--- src/rtl/swd_pkg.sv ---
package swd_pkg;

    // Smallest prescaler modulus; psel shifts it left by 0..3
    localparam int unsigned PRE_BASE = 8;
    localparam int unsigned PSEL_W   = 2;
    localparam int unsigned PCNT_W   = 7;

    typedef enum logic [1:0] {
        ST_IDLE    = 2'd0,
        ST_SWALLOW = 2'd1,
        ST_MAIN    = 2'd2,
        ST_FAULT   = 2'd3
    } swd_state_e;

    // Terminal value of the prescaler count: P-1 for modulus P, P for P+1
    function automatic logic [PCNT_W-1:0] pre_top(input logic [PSEL_W-1:0] sel,
                                                  input logic plus1);
        logic [PCNT_W-1:0] base;
        base = PCNT_W'(PRE_BASE) << sel;
        return plus1 ? base : base - PCNT_W'(1);
    endfunction

endpackage

--- src/rtl/swd_cfg_hold.sv ---
module swd_cfg_hold
    import swd_pkg::*;
#(
    parameter int unsigned A_W = 6,
    parameter int unsigned B_W = 13
) (
    input  logic              clk,
    input  logic              rst,
    input  logic              load,
    input  logic [PSEL_W-1:0] psel_in,
    input  logic [A_W-1:0]    a_in,
    input  logic [B_W-1:0]    b_in,
    input  logic              taken,
    output logic [PSEL_W-1:0] pend_psel,
    output logic [A_W-1:0]    pend_a,
    output logic [B_W-1:0]    pend_b,
    output logic              pend_new,
    output logic              pend_legal
);

    always_ff @(posedge clk) begin
        if (rst) begin
            pend_psel <= '0;
            pend_a    <= '0;
            pend_b    <= '0;
            pend_new  <= 1'b0;
        end else if (load) begin
            pend_psel <= psel_in;
            pend_a    <= a_in;
            pend_b    <= b_in;
            pend_new  <= 1'b1;
        end else if (taken) begin
            pend_new  <= 1'b0;
        end
    end

    always_comb begin
        pend_legal = (pend_b != '0) && (B_W'(pend_a) <= pend_b);
    end

endmodule

--- src/rtl/swd_prescaler.sv ---
module swd_prescaler
    import swd_pkg::*;
(
    input  logic              clk,
    input  logic              rst,
    input  logic              run,
    input  logic              plus1,
    input  logic [PSEL_W-1:0] sel,
    output logic              wrap,
    output logic [PCNT_W-1:0] cnt
);

    logic [PCNT_W-1:0] top;

    always_comb begin
        top  = pre_top(sel, plus1);
        wrap = run && (cnt == top);
    end

    always_ff @(posedge clk) begin
        if (rst || !run || wrap) begin
            cnt <= '0;
        end else begin
            cnt <= cnt + PCNT_W'(1);
        end
    end

endmodule

--- src/rtl/swd_ctrl.sv ---
module swd_ctrl
    import swd_pkg::*;
#(
    parameter int unsigned A_W = 6,
    parameter int unsigned B_W = 13
) (
    input  logic              clk,
    input  logic              rst,
    input  logic              pre_wrap,
    input  logic [PSEL_W-1:0] pend_psel,
    input  logic [A_W-1:0]    pend_a,
    input  logic [B_W-1:0]    pend_b,
    input  logic              pend_new,
    input  logic              pend_legal,
    output swd_state_e        state,
    output logic [PSEL_W-1:0] act_psel,
    output logic [A_W-1:0]    a_left,
    output logic [B_W-1:0]    b_left,
    output logic              taken,
    output logic              div_out,
    output logic              cfg_err
);

    swd_state_e state_n;
    swd_state_e launch;
    logic       running;
    logic       term;

    always_comb begin
        running = (state == ST_SWALLOW) || (state == ST_MAIN);
        term    = running && pre_wrap && (b_left == B_W'(1));
        taken   = term || (!running && pend_new);
        if (!pend_legal) begin
            launch = ST_FAULT;
        end else if (pend_a != '0) begin
            launch = ST_SWALLOW;
        end else begin
            launch = ST_MAIN;
        end
    end

    always_comb begin
        state_n = state;
        unique case (state)
            ST_IDLE, ST_FAULT: begin
                if (pend_new) state_n = launch;
            end
            ST_SWALLOW: begin
                if (term) begin
                    state_n = launch;
                end else if (pre_wrap && (a_left == A_W'(1))) begin
                    state_n = ST_MAIN;
                end
            end
            ST_MAIN: begin
                if (term) state_n = launch;
            end
        endcase
    end

    // State register
    always_ff @(posedge clk) begin
        if (rst) state <= ST_IDLE;
        else     state <= state_n;
    end

    // Period counters and applied prescaler select
    always_ff @(posedge clk) begin
        if (rst) begin
            act_psel <= '0;
            a_left   <= '0;
            b_left   <= '0;
        end else if (taken) begin
            act_psel <= pend_psel;
            a_left   <= pend_a;
            b_left   <= pend_b;
        end else if (running && pre_wrap) begin
            b_left <= b_left - B_W'(1);
            if (state == ST_SWALLOW) a_left <= a_left - A_W'(1);
        end
    end

    // Outputs
    always_ff @(posedge clk) begin
        if (rst) begin
            div_out <= 1'b0;
            cfg_err <= 1'b0;
        end else begin
            div_out <= term;
            cfg_err <= (state_n == ST_FAULT);
        end
    end

endmodule

--- src/rtl/pswallow_div.sv ---
module pswallow_div
    import swd_pkg::*;
#(
    parameter int unsigned A_W = 6,
    parameter int unsigned B_W = 13
) (
    input  logic              clk,
    input  logic              rst,
    input  logic              load,
    input  logic [PSEL_W-1:0] psel,
    input  logic [A_W-1:0]    a_val,
    input  logic [B_W-1:0]    b_val,
    output logic              div_out,
    output logic              cfg_err
);

    logic [PSEL_W-1:0] pend_psel;
    logic [A_W-1:0]    pend_a;
    logic [B_W-1:0]    pend_b;
    logic              pend_new;
    logic              pend_legal;
    logic              taken;
    swd_state_e        state;
    logic [PSEL_W-1:0] act_psel;
    logic [A_W-1:0]    a_left;
    logic [B_W-1:0]    b_left;
    logic              pre_wrap;
    logic [PCNT_W-1:0] pre_cnt;
    logic              pre_run;
    logic              pre_plus1;

    swd_cfg_hold #(.A_W(A_W), .B_W(B_W)) u_hold (
        .clk        (clk),
        .rst        (rst),
        .load       (load),
        .psel_in    (psel),
        .a_in       (a_val),
        .b_in       (b_val),
        .taken      (taken),
        .pend_psel  (pend_psel),
        .pend_a     (pend_a),
        .pend_b     (pend_b),
        .pend_new   (pend_new),
        .pend_legal (pend_legal)
    );

    always_comb begin
        pre_run   = (state == ST_SWALLOW) || (state == ST_MAIN);
        pre_plus1 = (state == ST_SWALLOW);
    end

    swd_prescaler u_pre (
        .clk   (clk),
        .rst   (rst),
        .run   (pre_run),
        .plus1 (pre_plus1),
        .sel   (act_psel),
        .wrap  (pre_wrap),
        .cnt   (pre_cnt)
    );

    swd_ctrl #(.A_W(A_W), .B_W(B_W)) u_ctrl (
        .clk        (clk),
        .rst        (rst),
        .pre_wrap   (pre_wrap),
        .pend_psel  (pend_psel),
        .pend_a     (pend_a),
        .pend_b     (pend_b),
        .pend_new   (pend_new),
        .pend_legal (pend_legal),
        .state      (state),
        .act_psel   (act_psel),
        .a_left     (a_left),
        .b_left     (b_left),
        .taken      (taken),
        .div_out    (div_out),
        .cfg_err    (cfg_err)
    );

endmodule

--- config.mk ---
export PLATFORM = sky130hd
export DESIGN_NAME = pswallow_div
export DESIGN_NICKNAME = d
export VERILOG_FILES = /design/src/rtl/swd_pkg.sv /design/src/rtl/swd_cfg_hold.sv /design/src/rtl/swd_prescaler.sv /design/src/rtl/swd_ctrl.sv /design/src/rtl/pswallow_div.sv
export SDC_FILE = /design/constraint.sdc
export NUM_CORES = 1
export LEC_CHECK = 0
export BUFFER_PORTS_ARGS = -buffer_cell sky130_fd_sc_hd__buf_2
export CAP_MARGIN = 20
export CORE_MARGIN = 10
export CORE_UTILIZATION = 54
export DETAILED_ROUTE_END_ITERATION = 12
export HOLD_SLACK_MARGIN = 0.03
export PLACE_DENSITY = 0.81
export SLEW_MARGIN = 20
export SYNTH_ARGS = -nofsm -noshare
export SYNTH_HDL_FRONTEND = slang
export SYNTH_SLANG_ARGS = --single-unit
--- constraint.sdc ---
create_clock -name clk -period 2.3 [get_ports clk]
set_input_delay 0.23 -clock clk [delete_from_list [all_inputs] [get_ports clk]]
set_output_delay 0.23 -clock clk [all_outputs]
set_load 0.03 [all_outputs]
==> results of run 1 <==
-- through the flow --
step / hold WS (ns) / util (%) / power (µW) / instances
after global placement: 0.4397 / 63.80 / 1946 / 485
after detailed placement: 0.4672 / 63.80 / 1983 / 485
after global routing: 0.1542 / 75.46 / 2943 / 514
after CTS: 0.1503 / 68.17 / 2539 / 497
final: 0.1441 / 75.46 / 2813 / 514
after floorplan: 0.3772 / - / 1711 / 361
-- worst max-delay path, delay by kind of cell, from the launching register on --
kind            cells  cell delay, ns
compound gates      3            0.42
fa+ha+maj           1            0.19
buf+inv             4            0.61
flops               1            0.39
simple gates        4            0.70
-- state kept, by name (all words and copies together), names as in the netlist --
register          count
u_hold.pend_b        13
u_hold.pend_psel      2
u_ctrl.b_left        13
u_pre.cnt             7
u_ctrl.act_psel       2
u_ctrl.state          2
u_ctrl.a_left         6
u_hold.pend_a         6
u_ctrl.cfg_err        1
u_hold.pend_new       1
u_ctrl.div_out        1
-- cells in the mapped netlist, types with 2 or more instances --
library cell	n	area [µm²]
a211oi_1	2	15.01
a21oi_1	19	95.09
a221oi_1	4	35.03
a22oi_1	2	15.01
a31oi_1	5	31.28
and2_1	2	12.51
and3_2	3	22.52
buf_1	3	11.26
buf_6	5	56.30
clkbuf_1	6	22.52
dfxtp_1	54	1081
ha_1	13	162.7
inv_1	29	108.9
mux2i_1	29	290.3
nand2_1	25	93.84
nand2_2	2	12.51
nand2b_1	2	12.51
nand3_1	12	60.06
nand4_1	4	25.02
nor2_1	51	191.4
nor2b_1	3	18.77
nor3_1	13	65.06
nor4_1	6	37.54
nor4b_1	4	35.03
o21a_1	6	45.04
o21ai_0	8	40.04
o21ai_1	2	10.01
o2bb2ai_1	3	26.28
o311ai_0	2	17.52
o32ai_1	6	52.55
or4_1	3	22.52
xnor2_1	2	17.52
xor2_1	4	35.03
-- cell type report --
class | count | area [µm²] | share of cell area, %
clock inverter | 2 | 10.01 | 0.2409
inverter | 29 | 111.4 | 2.680
sequential | 54 | 1089 | 26.20
timing repair buffer | 87 | 679.4 | 16.35
multi-input combinational | 265 | 2107 | 50.71
clock buffer | 5 | 68.82 | 1.656
tap | 72 | 90.09 | 2.168
-- cell usage in the layout, fill, tap and decap left out, types with 6 or more instances in the layout --
cell type | netlist | final
a21oi_1 | 19 | 16
buf_2 | 1 | 25
buf_4 | 0 | 50
buf_6 | 5 | 7
dfxtp_1 | 54 | 48
dfxtp_2 | 0 | 6
ha_1 | 13 | 11
inv_1 | 29 | 27
mux2i_1 | 29 | 29
nand2_1 | 25 | 22
nand3_1 | 12 | 11
nor2_1 | 51 | 50
nor3_1 | 13 | 11
o21ai_2 | 0 | 6
-- power by group --
| part | leakage, µW | switching [µW] | internal [µW] |
|---|---|---|---|
| combinational | 0.00128 | 658 | 509 |
| clock | 0.0000438 | 317 | 206 |
| sequential | 0.000445 | 99.9 | 1020 |
| total | 0.00177 | 1070 | 1740 |
-- path summary, 6_finish.rpt --
check	from	end	slack (ns)	cells after the start
max	u_ctrl.state[0]	u_ctrl.b_left[9]	-0.11	12
min	b_val[8]	u_hold.pend_b[8]	0.14	3
max reg2reg	u_ctrl.state[0]	u_ctrl.b_left[9]	-0.11	12
min reg2reg	u_hold.pend_psel[0]	u_ctrl.act_psel[0]	0.47	2
-- routing by layer --
layer | up-vias | routed length (µm)
met5 | - | 0
met4 | 0 | 478
met3 | 44 | 646
met2 | 153 | 4771
met1 | 1465 | 3747
li1 | 1468 | -
-- timing repair --
action,4_1_cts,5_1_grt
setup buffers,4,16
gates cloned,1,1
endpoints found under the hold margin,0,0
pin swaps,6,27
resized for setup,18,62
setup endpoints to repair,24,25
-- cell families (layout without fill, tap and decap cells) --
group | after synthesis | count (layout) | share of synthesized area [%]
AOI/OAI and AO/OA | 72 | 72 | 16.98
xor gates and xnor gates | 6 | 6 | 1.714
adders and majority gates | 13 | 13 | 5.306
buffers and inverters | 44 | 123 | 6.653
DFF | 54 | 54 | 35.27
muxes | 29 | 29 | 9.469
and+or+nand+nor | 143 | 145 | 24.61
==> Implementation_results.wiki, run 1 <==
{| class="wikitable"
! Metric !! Value
|-
| Number of nets with antenna violations after detailed routing || 0
|-
| Master cell of the clock root buffer || clkbuf_8
|-
| DIE HEIGHT || 95.35 µm
|-
| Tightest slew margin relative to the limit || 55.92%
|-
| Class of the tightest hold or removal check || in2reg
|-
| Global-route wire length before repair || 13,970 µm
|-
| Final routed wire length divided by cell count || 18.76 µm
|-
| Critical path arrival || 2.64 ns
|-
| Violations in the final reports || negative setup slack
|-
| GRT met3 Usage || 4.006%
|-
| CTS buffer count || 5
|-
| Fraction of layout cells with a size suffix above 1 || 35.97%
|-
| Distinct cell type count of the synthesized netlist || 60
|-
| Maximum clock frequency || 415.3 MHz
|-
| Crit path required time || 2.53 ns
|-
| Net count reported at finish || 479
|-
| Full die area || 9091 µm²
|-
| Maximum number of pins on one net before global-route repair || 28
|-
| Largest incremental delay on the critical path || 0.39 ns
|-
| Total vias in the final route || 3,130
|-
| Fraction of the yosys area taken by sequential cells || 35.27%
|-
| Final number of setup-violating endpoints || 16
|-
| Number of buffers on the longest clock path || 2
|-
| Final Wtd Congestion || 0.9262
|-
| Dominant synthesized flop cell || dfxtp_1
|-
| Setup TNS || -0.7824 ns
|-
| Placed wire-length estimate || 5894 µm
|-
| Share of synthesized flip-flops with an asynchronous set or reset || 0%
|-
| Total Routing Usage GR || 18.96%
|-
| Effective utilization at floorplan || 55.67%
|-
| Ordered list of cells on the worst path || ha_4 -> nor4b_4 -> a31oi_1 -> nor4_4 -> buf_4 -> buf_12 -> nand3_4 -> buf_12 -> nand2_8 -> buf_4 -> o21ai_2 -> a221oi_1
|-
| Maximum fanout count along the critical path || 7
|-
| Netlist area before placement || 3065 µm²
|-
| Core outline area || 5507 µm²
|-
| Cell count after synthesis || 361
|-
| Initial antenna violation count || 0
|-
| Cell area reported after detailed placement || 3513 µm²
|-
| Slew at the pin closest to its max-slew limit || 0.6612 ns
|-
| Yosys warns || 0
|-
| Vias in the first global route || 2,935
|-
| Outcome || finished with violations
|-
| Clock transition at the registers of the reported paths || 0.11 ns
|-
| Met2 Usage GRT || 31.19%
|-
| Flip-flop and latch count after synthesis || 54
|-
| H-tree depth || 2
|-
| Pwr dens || 676.9 nW/µm²
|-
| Post-layout min period || 2.408 ns
|-
| Clock Sinks || 54
|-
| Crit end category || flip-flop
|-
| Grt met1 use || 23.60%
|-
| Final Cycle Share || 104.7%
|-
| # IOs || 26
|-
| Worst IR Drop VDD || 0.0004187 V
|-
| DRT Wirelength || 9644 µm
|-
| Cell with the biggest individual delay on the critical path || dfxtp_2
|-
| Post-CTS Hold Buffers || 0
|-
| Worst-Skew Late Latency || 0.32 ns
|-
| Worst setup path class || reg2reg
|-
| CTS tree || yes
|-
| Worst setup margin || -0.1082 ns
|-
| Number of maximum-capacitance violations || 0
|-
| Syn nets || 398
|-
| Area Overhead vs Synth || 35.55%
|-
| Leakage power || 0.001768 µW
|-
| Most used routing layer in global routing || met2
|-
| Port Buffers || 25
|-
| DRC || 0
|-
| Final standard cell area without fillers || 4155 µm²
|-
| Syn avg cell area || 8.492 µm²
|-
| Placement Rows || 27
|-
| Routed via count divided by cell count || 6.089
|-
| Count of filler cells inserted in the layout || 367
|-
| DRC marker count from the first detailed-route iteration || 328
|-
| Number of antenna diodes || 0
|-
| Final hold vios || 0
|-
| Global route total overflow || 0
|-
| Clock skew after layout || 0.01762 ns
|-
| Place WS || -0.1619 ns
|-
| Setup repair after global routing missed its margin || yes
|-
| First-pass detailed-route iteration total || 5
|-
| Die width || 95.35 µm
|-
| Number of max-slew violations in the final report || 0
|-
| CP startpoint kind || flip-flop
|-
| Number of enable-type register cells in the synthesized netlist || 0
|}
Power figures use the tool's default switching activity.
==> run 2, diff against run 1 <==
--- a/config.mk
+++ b/config.mk
@@ -8,10 +8,10 @@
 export BUFFER_PORTS_ARGS = -buffer_cell sky130_fd_sc_hd__buf_2
 export CAP_MARGIN = 20
 export CORE_MARGIN = 10
-export CORE_UTILIZATION = 54
+export CORE_UTILIZATION = 50
 export DETAILED_ROUTE_END_ITERATION = 12
-export HOLD_SLACK_MARGIN = 0.03
-export PLACE_DENSITY = 0.81
+export HOLD_SLACK_MARGIN = 0.08
+export PLACE_DENSITY = 0.74
 export SLEW_MARGIN = 20
 export SYNTH_ARGS = -nofsm -noshare
 export SYNTH_HDL_FRONTEND = slang
==> constraint.sdc (replaced) <==
create_clock -name clk -period 2.7 [get_ports clk]
set_input_delay 0.27 -clock clk [delete_from_list [all_inputs] [get_ports clk]]
set_output_delay 0.27 -clock clk [all_outputs]
set_load 0.03 [all_outputs]
==> run 2 against run 1 <==
Effect of this change:
- sequential power is 15% lower
- die area grew 6.3%
- the flow now finishes without violations
- routed wire length decreased by 23%
- clock power rose by 6.1%
- fmax fell by 3.9%
- critical path type unchanged
- register-to-register slack improved by 0.30 ns
- worst hold slack improved by 0.031 ns
- sequential share of layout area up 5.3 points
- non-clock buffer count is 52 lower
- combinational power is 41% lower
- via count decreased by 12%
- global-route usage is 3.9 points lower
==> Implementation_results.wiki, run 2 (synthesis gave the netlist of run 1 again) <==
{| class="wikitable"
! Metric !! Value
|-
| Outcome || completed
|-
| Internal cell power || 1427 µW
|-
| Net load switching power || 769.7 µW
|-
| Post-CTS Hold Buffers || 0
|-
| Sequential group share of total power || 43.4%
|-
| Leakage power || 0.001411 µW
|-
| Part of the power in combinational logic || 31.4%
|-
| Placed wire-length estimate || 5288 µm
|-
| Core outline area || 5921 µm²
|-
| CP startpoint kind || flip-flop
|-
| Worst setup margin || 0.1938 ns
|-
| Final Cycle Share || 92.82%
|-
| Clock transition at the registers of the reported paths || 0.11 ns
|-
| DRT Wirelength || 7429 µm
|-
| GRT met3 Usage || 3.101%
|-
| Most frequent cells in the layout || 54 x dfxtp_1, 51 x nor2_1, 29 x inv_1, 29 x mux2i_1
|-
| DRC || 0
|-
| Worst-Skew Late Latency || 0.32 ns
|-
| # IOs || 26
|-
| Area taken by flip-flops and latches || 1081 µm²
|-
| Maximum clock frequency || 399.0 MHz
|-
| Clock skew after layout || 0.01390 ns
|-
| CTS tree || yes
|-
| Place WS || 0.06862 ns
|-
| Count of filler cells inserted in the layout || 551
|-
| Cell area reported after detailed placement || 3212 µm²
|-
| Die width || 98.30 µm
|-
| Clock Sinks || 54
|-
| Placement Rows || 28
|-
| Number of antenna diodes || 0
|-
| Initial antenna violation count || 0
|-
| Tightest slew margin relative to the limit || 53.86%
|-
| Ordered list of cells on the worst path || inv_1 -> ha_1 -> inv_1 -> a31oi_1 -> nor4_4 -> buf_4 -> nand3_4 -> nor4_1 -> nor4b_2 -> or2_1
|-
| Hold path start || b_val[11]
|-
| Setup TNS || 0 ns
|-
| Post-route non-filler standard cell count || 466
|-
| Slew at the pin closest to its max-slew limit || 0.6896 ns
|-
| Worst-case register-to-register setup slack || 0.19 ns
|-
| Worst setup path class || reg2reg
|-
| Final routed wire length divided by cell count || 15.94 µm
|-
| Most common cell after layout, fill and taps aside || dfxtp_1
|-
| Inst Count DP || 449
|-
| Number of cells traversed by the worst register-to-register path || 10
|-
| Final number of setup-violating endpoints || 0
|-
| Final standard cell area without fillers || 3435 µm²
|-
| Effective utilization at floorplan || 51.78%
|-
| DIE HEIGHT || 98.30 µm
|-
| Met2 Usage GRT || 24.86%
|-
| Endpoint of the worst hold path || u_hold.pend_b[11]
|-
| Maximum fanout count along the critical path || 10
|-
| Final hold vios || 0
|-
| Worst IR Drop VDD || 0.0003486 V
|-
| Clock power share || 25.2%
|-
| Pwr dens || 639.6 nW/µm²
|-
| Full die area || 9663 µm²
|-
| Reg2reg start || u_ctrl.state[1]
|-
| Post-layout min period || 2.506 ns
|-
| Largest incremental delay on the critical path || 0.40 ns
|-
| Number of maximum-capacitance violations || 0
|-
| Fraction of layout cells with a size suffix above 1 || 16.62%
|-
| Port Buffers || 25
|-
| Master cell of the clock root buffer || clkbuf_8
|-
| Total area of multi-input combinational cells || 1842 µm²
|-
| Switching part of the total || 35.04%
|-
| DRC marker count from the first detailed-route iteration || 164
|-
| Total Routing Usage GR || 15.04%
|-
| Total vias in the final route || 2,756
|-
| Vias in the first global route || 2,640
|-
| Routed via count divided by cell count || 5.914
|-
| Worst r2r dst || u_ctrl.state[1]
|-
| Total Power || 2197 µW
|-
| Most used routing layer in global routing || met2
|-
| Number of nets with antenna violations after detailed routing || 0
|-
| Number of buffers on the longest clock path || 2
|-
| Critical path's most frequent cell || inv_1
|-
| CTS buffer count || 5
|-
| Number of max-slew violations in the final report || 0
|-
| Largest registers ranked by flip-flop count || u_ctrl.b_left x13, u_hold.pend_b x13, u_pre.cnt x7
|-
| Maximum number of pins on one net before global-route repair || 29
|-
| Cell with the biggest individual delay on the critical path || nor4_1
|-
| Hold Path Depth || 3
|-
| Grt met1 use || 18.68%
|-
| Net count reported at finish || 427
|-
| Critical path launch point || u_ctrl.state[1]
|-
| Crit end category || flip-flop
|-
| Crit path required time || 2.93 ns
|-
| H-tree depth || 2
|-
| Global route total overflow || 0
|-
| Area Overhead vs Synth || 12.04%
|-
| Global-route wire length before repair || 12,550 µm
|-
| Critical path arrival || 2.73 ns
|-
| First-pass detailed-route iteration total || 4
|-
| Final Wtd Congestion || 0.9025
|-
| Class of the tightest hold or removal check || in2reg
|}
-- run 2: metal layers --
layer,vias to the layer above,part of all wire (%)
met3,14,5.0
met2,83,47
li1,1357,-
met1,1302,46
met4,0,2.1
met5,-,0
-- run 2: layout make-up --
type,count,share of cell area (%)
Clock inverter,3,1.166
Tap cell,75,2.732
Timing Repair Buffer,35,5.829
Inverter,29,3.169
Clock buffer,5,2.004
Multi-Input combinational cell,265,53.62
Sequential cell,54,31.48
-- run 2: how the worst max path moves through the flow --
stage	to	slack [ns]	cells past startpoint
after floorplan	u_ctrl.b_left[10]	0.41	10
after global placement	u_ctrl.a_left[5]	0.24	9
after detailed placement	u_ctrl.b_left[10]	0.07	9
after CTS	u_ctrl.b_left[10]	0.05	9
after global routing	u_ctrl.a_left[5]	-0.005	10
final	u_ctrl.state[1]	0.19	10
-- run 2: metrics by stage --
step                hold slack, ns  utilization, %
CTS                         0.1802           56.09
detailed placement          0.4515           54.25
floorplan                   0.4172               -
global placement            0.4418           54.25
global route                0.2001           58.01
finish                      0.1753           58.01
-- run 2: worst max-delay path: cells and delay by family, from the launching register on --
kind,cells,cell delay (ns)
buf+inv,3,0.47
fa+ha+maj,1,0.26
compound gates,1,0.15
simple gates,5,1.15
flops,1,0.38
-- run 2: power by group through the flow --
stage                     Sequential (µW)  Clock [µW]  Combinational [µW]
final                                 953         554                 690
after CTS                             949         556                 640
after global routing                  966         577                 774
after floorplan                       946           0                 512
after global placement                965           0                 619
after detailed placement              967           0                 637
-- run 2: what timing repair did --
action | 4_1_cts | 5_1_grt
endpoints found under the setup margin | 0 | 16
gates resized for setup | 0 | 9
buffers inserted | 0 | 7
==> run 3, diff against run 2 <==
--- a/config.mk
+++ b/config.mk
@@ -7,6 +7,7 @@
 export LEC_CHECK = 0
 export BUFFER_PORTS_ARGS = -buffer_cell sky130_fd_sc_hd__buf_2
 export CAP_MARGIN = 20
+export CORE_ASPECT_RATIO = 1.4
 export CORE_MARGIN = 10
 export CORE_UTILIZATION = 50
 export DETAILED_ROUTE_END_ITERATION = 12
==> run 3 against run 2 <==
Effect of this change:
- clock skew down 0.0090 ns
- combinational power down 0.6%
- routed wire length down 1.0%
- critical endpoint is now u_ctrl.b_left[6]
- via count down 0.73%
- largest cell class unchanged
- worst hold slack better by 0.0076 ns
==> Implementation_results.wiki, run 3 (synthesis gave the netlist of run 1 again) <==
{| class="wikitable"
! Metric !! Value
|-
| Outcome || completed
|-
| Area Overhead vs Synth || 12.04%
|-
| Tightest slew margin relative to the limit || 57.73%
|-
| Final hold vios || 0
|-
| Core outline area || 5904 µm²
|-
| Maximum clock frequency || 389.2 MHz
|-
| Worst setup path class || reg2reg
|-
| Fraction of layout cells with a size suffix above 1 || 16.84%
|-
| Part of the power in combinational logic || 31.3%
|-
| Port Buffers || 25
|-
| Number of max-slew violations in the final report || 0
|-
| Placed wire-length estimate || 5224 µm
|-
| Hold Path Depth || 3
|-
| Pwr dens || 637.6 nW/µm²
|-
| Maximum number of pins on one net before global-route repair || 28
|-
| Crit path required time || 2.92 ns
|-
| Vias in the first global route || 2,694
|-
| Clock Sinks || 54
|-
| Final Wtd Congestion || 0.8848
|-
| Number of buffers on the longest clock path || 2
|-
| CP startpoint kind || flip-flop
|-
| Reg2reg start || u_ctrl.state[1]
|-
| # IOs || 26
|-
| Worst r2r dst || u_ctrl.b_left[6]
|-
| Initial antenna violation count || 0
|-
| First-pass detailed-route iteration total || 4
|-
| Placement Rows || 33
|-
| Full die area || 9707 µm²
|-
| DRC || 0
|-
| Crit end category || flip-flop
|-
| Critical path launch point || u_ctrl.state[1]
|-
| Most common cell after layout, fill and taps aside || dfxtp_1
|-
| Die width || 86.18 µm
|-
| Slew at the pin closest to its max-slew limit || 0.6340 ns
|-
| Largest registers ranked by flip-flop count || u_ctrl.b_left x13, u_hold.pend_b x13, u_pre.cnt x7
|-
| Post-route non-filler standard cell count || 462
|-
| Internal cell power || 1431 µW
|-
| DRT Wirelength || 7354 µm
|-
| Number of antenna diodes || 0
|-
| Total Routing Usage GR || 14.63%
|-
| Worst slack on hold paths || 0.1829 ns
|-
| Clock skew after layout || 0.004930 ns
|-
| Inst Count DP || 444
|-
| Global route total overflow || 0
|-
| CTS tree || yes
|-
| Number of nets with antenna violations after detailed routing || 0
|-
| Worst IR Drop VDD || 0.0003604 V
|-
| Final Cycle Share || 95.15%
|-
| Final number of setup-violating endpoints || 0
|-
| Final routed wire length divided by cell count || 15.92 µm
|-
| Most frequent cells in the layout || 54 x dfxtp_1, 51 x nor2_1, 29 x inv_1, 29 x mux2i_1
|-
| Total Power || 2190 µW
|-
| Switching part of the total || 34.64%
|-
| Net load switching power || 758.5 µW
|-
| Routed via count divided by cell count || 5.922
|-
| H-tree depth || 2
|-
| Post-layout min period || 2.569 ns
|-
| Net count reported at finish || 428
|-
| Worst-Skew Late Latency || 0.31 ns
|-
| DIE HEIGHT || 112.6 µm
|-
| Worst setup path endpoint || u_ctrl.b_left[6]
|-
| Global-route wire length before repair || 12,120 µm
|-
| Master cell of the clock root buffer || clkbuf_8
|-
| Leakage power || 0.001415 µW
|-
| Number of cells traversed by the worst register-to-register path || 10
|-
| Number of maximum-capacitance violations || 0
|-
| Effective utilization at floorplan || 51.92%
|-
| Critical path arrival || 2.79 ns
|-
| Maximum fanout count along the critical path || 13
|-
| CTS buffer count || 5
|-
| Total vias in the final route || 2,736
|-
| Sequential group share of total power || 43.5%
|-
| Worst-case register-to-register setup slack || 0.13 ns
|-
| DRC marker count from the first detailed-route iteration || 246
|-
| Clock power share || 25.1%
|-
| Clock transition at the registers of the reported paths || 0.10 ns
|-
| Post-CTS Hold Buffers || 0
|-
| Class of the tightest hold or removal check || in2reg
|}
-- run 3: cell types whose count changed in the layout (fill, tap and decap cells not counted), sizes merged --
cell	previous run	this run
buf	35	37
nor2	54	53
-- run 3: worst min path at each step --
stage	startpoint	to
after floorplan	psel[0]	u_hold.pend_psel[0]
after CTS	b_val[3]	u_hold.pend_b[3]
after global placement	u_ctrl.a_left[1]	u_ctrl.a_left[1]
after detailed placement	u_ctrl.a_left[1]	u_ctrl.a_left[1]
after global routing	b_val[5]	u_hold.pend_b[5]
final	b_val[1]	u_hold.pend_b[1]
-- run 3: area by class of cell --
type / count / area (µm²)
tap: 70 / 87.58
clock inverter: 3 / 40.04
clock buffer: 5 / 68.82
inverter: 29 / 108.9
timing repair buffer: 37 / 215.2
multi-input combinational: 264 / 1833
fill: 556 / 2470
sequential: 54 / 1081
-- run 3: metrics by stage --
stage               TNS (ns)  util [%]  instance area [µm²]  setup slack, ns
global placement           0     54.29                 3206           0.2255
finish                     0     58.17                 3435           0.1309
global route        -0.03430     58.17                 3435         -0.01622
CTS                        0     56.13                 3314           0.1110
detailed placement         0     54.29                 3206           0.1246
floorplan                  0         -                 3065           0.4115
-- run 3: power groups by stage --
stage	sequential (µW)	combinational [µW]	clock, µW
2_1_floorplan	946	512	0
3_3_place_gp	965	621	0
3_5_place_dp	967	633	0
4_1_cts	950	636	553
5_1_grt	966	769	583
6_report	953	686	550
-- run 3: what timing repair did --
| action | 4_1_cts | 5_1_grt |
|---|---|---|
| gates resized for setup | 0 | 7 |
| setup buffers | 0 | 9 |
| endpoints found under the setup margin | 0 | 10 |
-- run 3: worst max-delay path, cell delays in order, from the launching register on --
cell and delay [ns]:
dfxtp_1 0.37, inv_1 0.07, ha_1 0.26, inv_1 0.20, a31oi_2 0.14, nor4_4 0.36
buf_4 0.20, nand4_1 0.21, nand2_4 0.23, o21ai_0 0.12, a221oi_1 0.32
-- run 3: per-layer routing --
layer | part of all wire (%) | wire (µm) | vias up | GRT usage (%)
met3 | 3.8 | 281 | 19 | 2.750
met5 | 0 | 0 | - | 0
met4 | 2.3 | 172 | 0 | 5.959
met1 | 42 | 3100 | 1285 | 16.08
li1 | - | - | 1360 | -
met2 | 52 | 3799 | 72 | 26.45
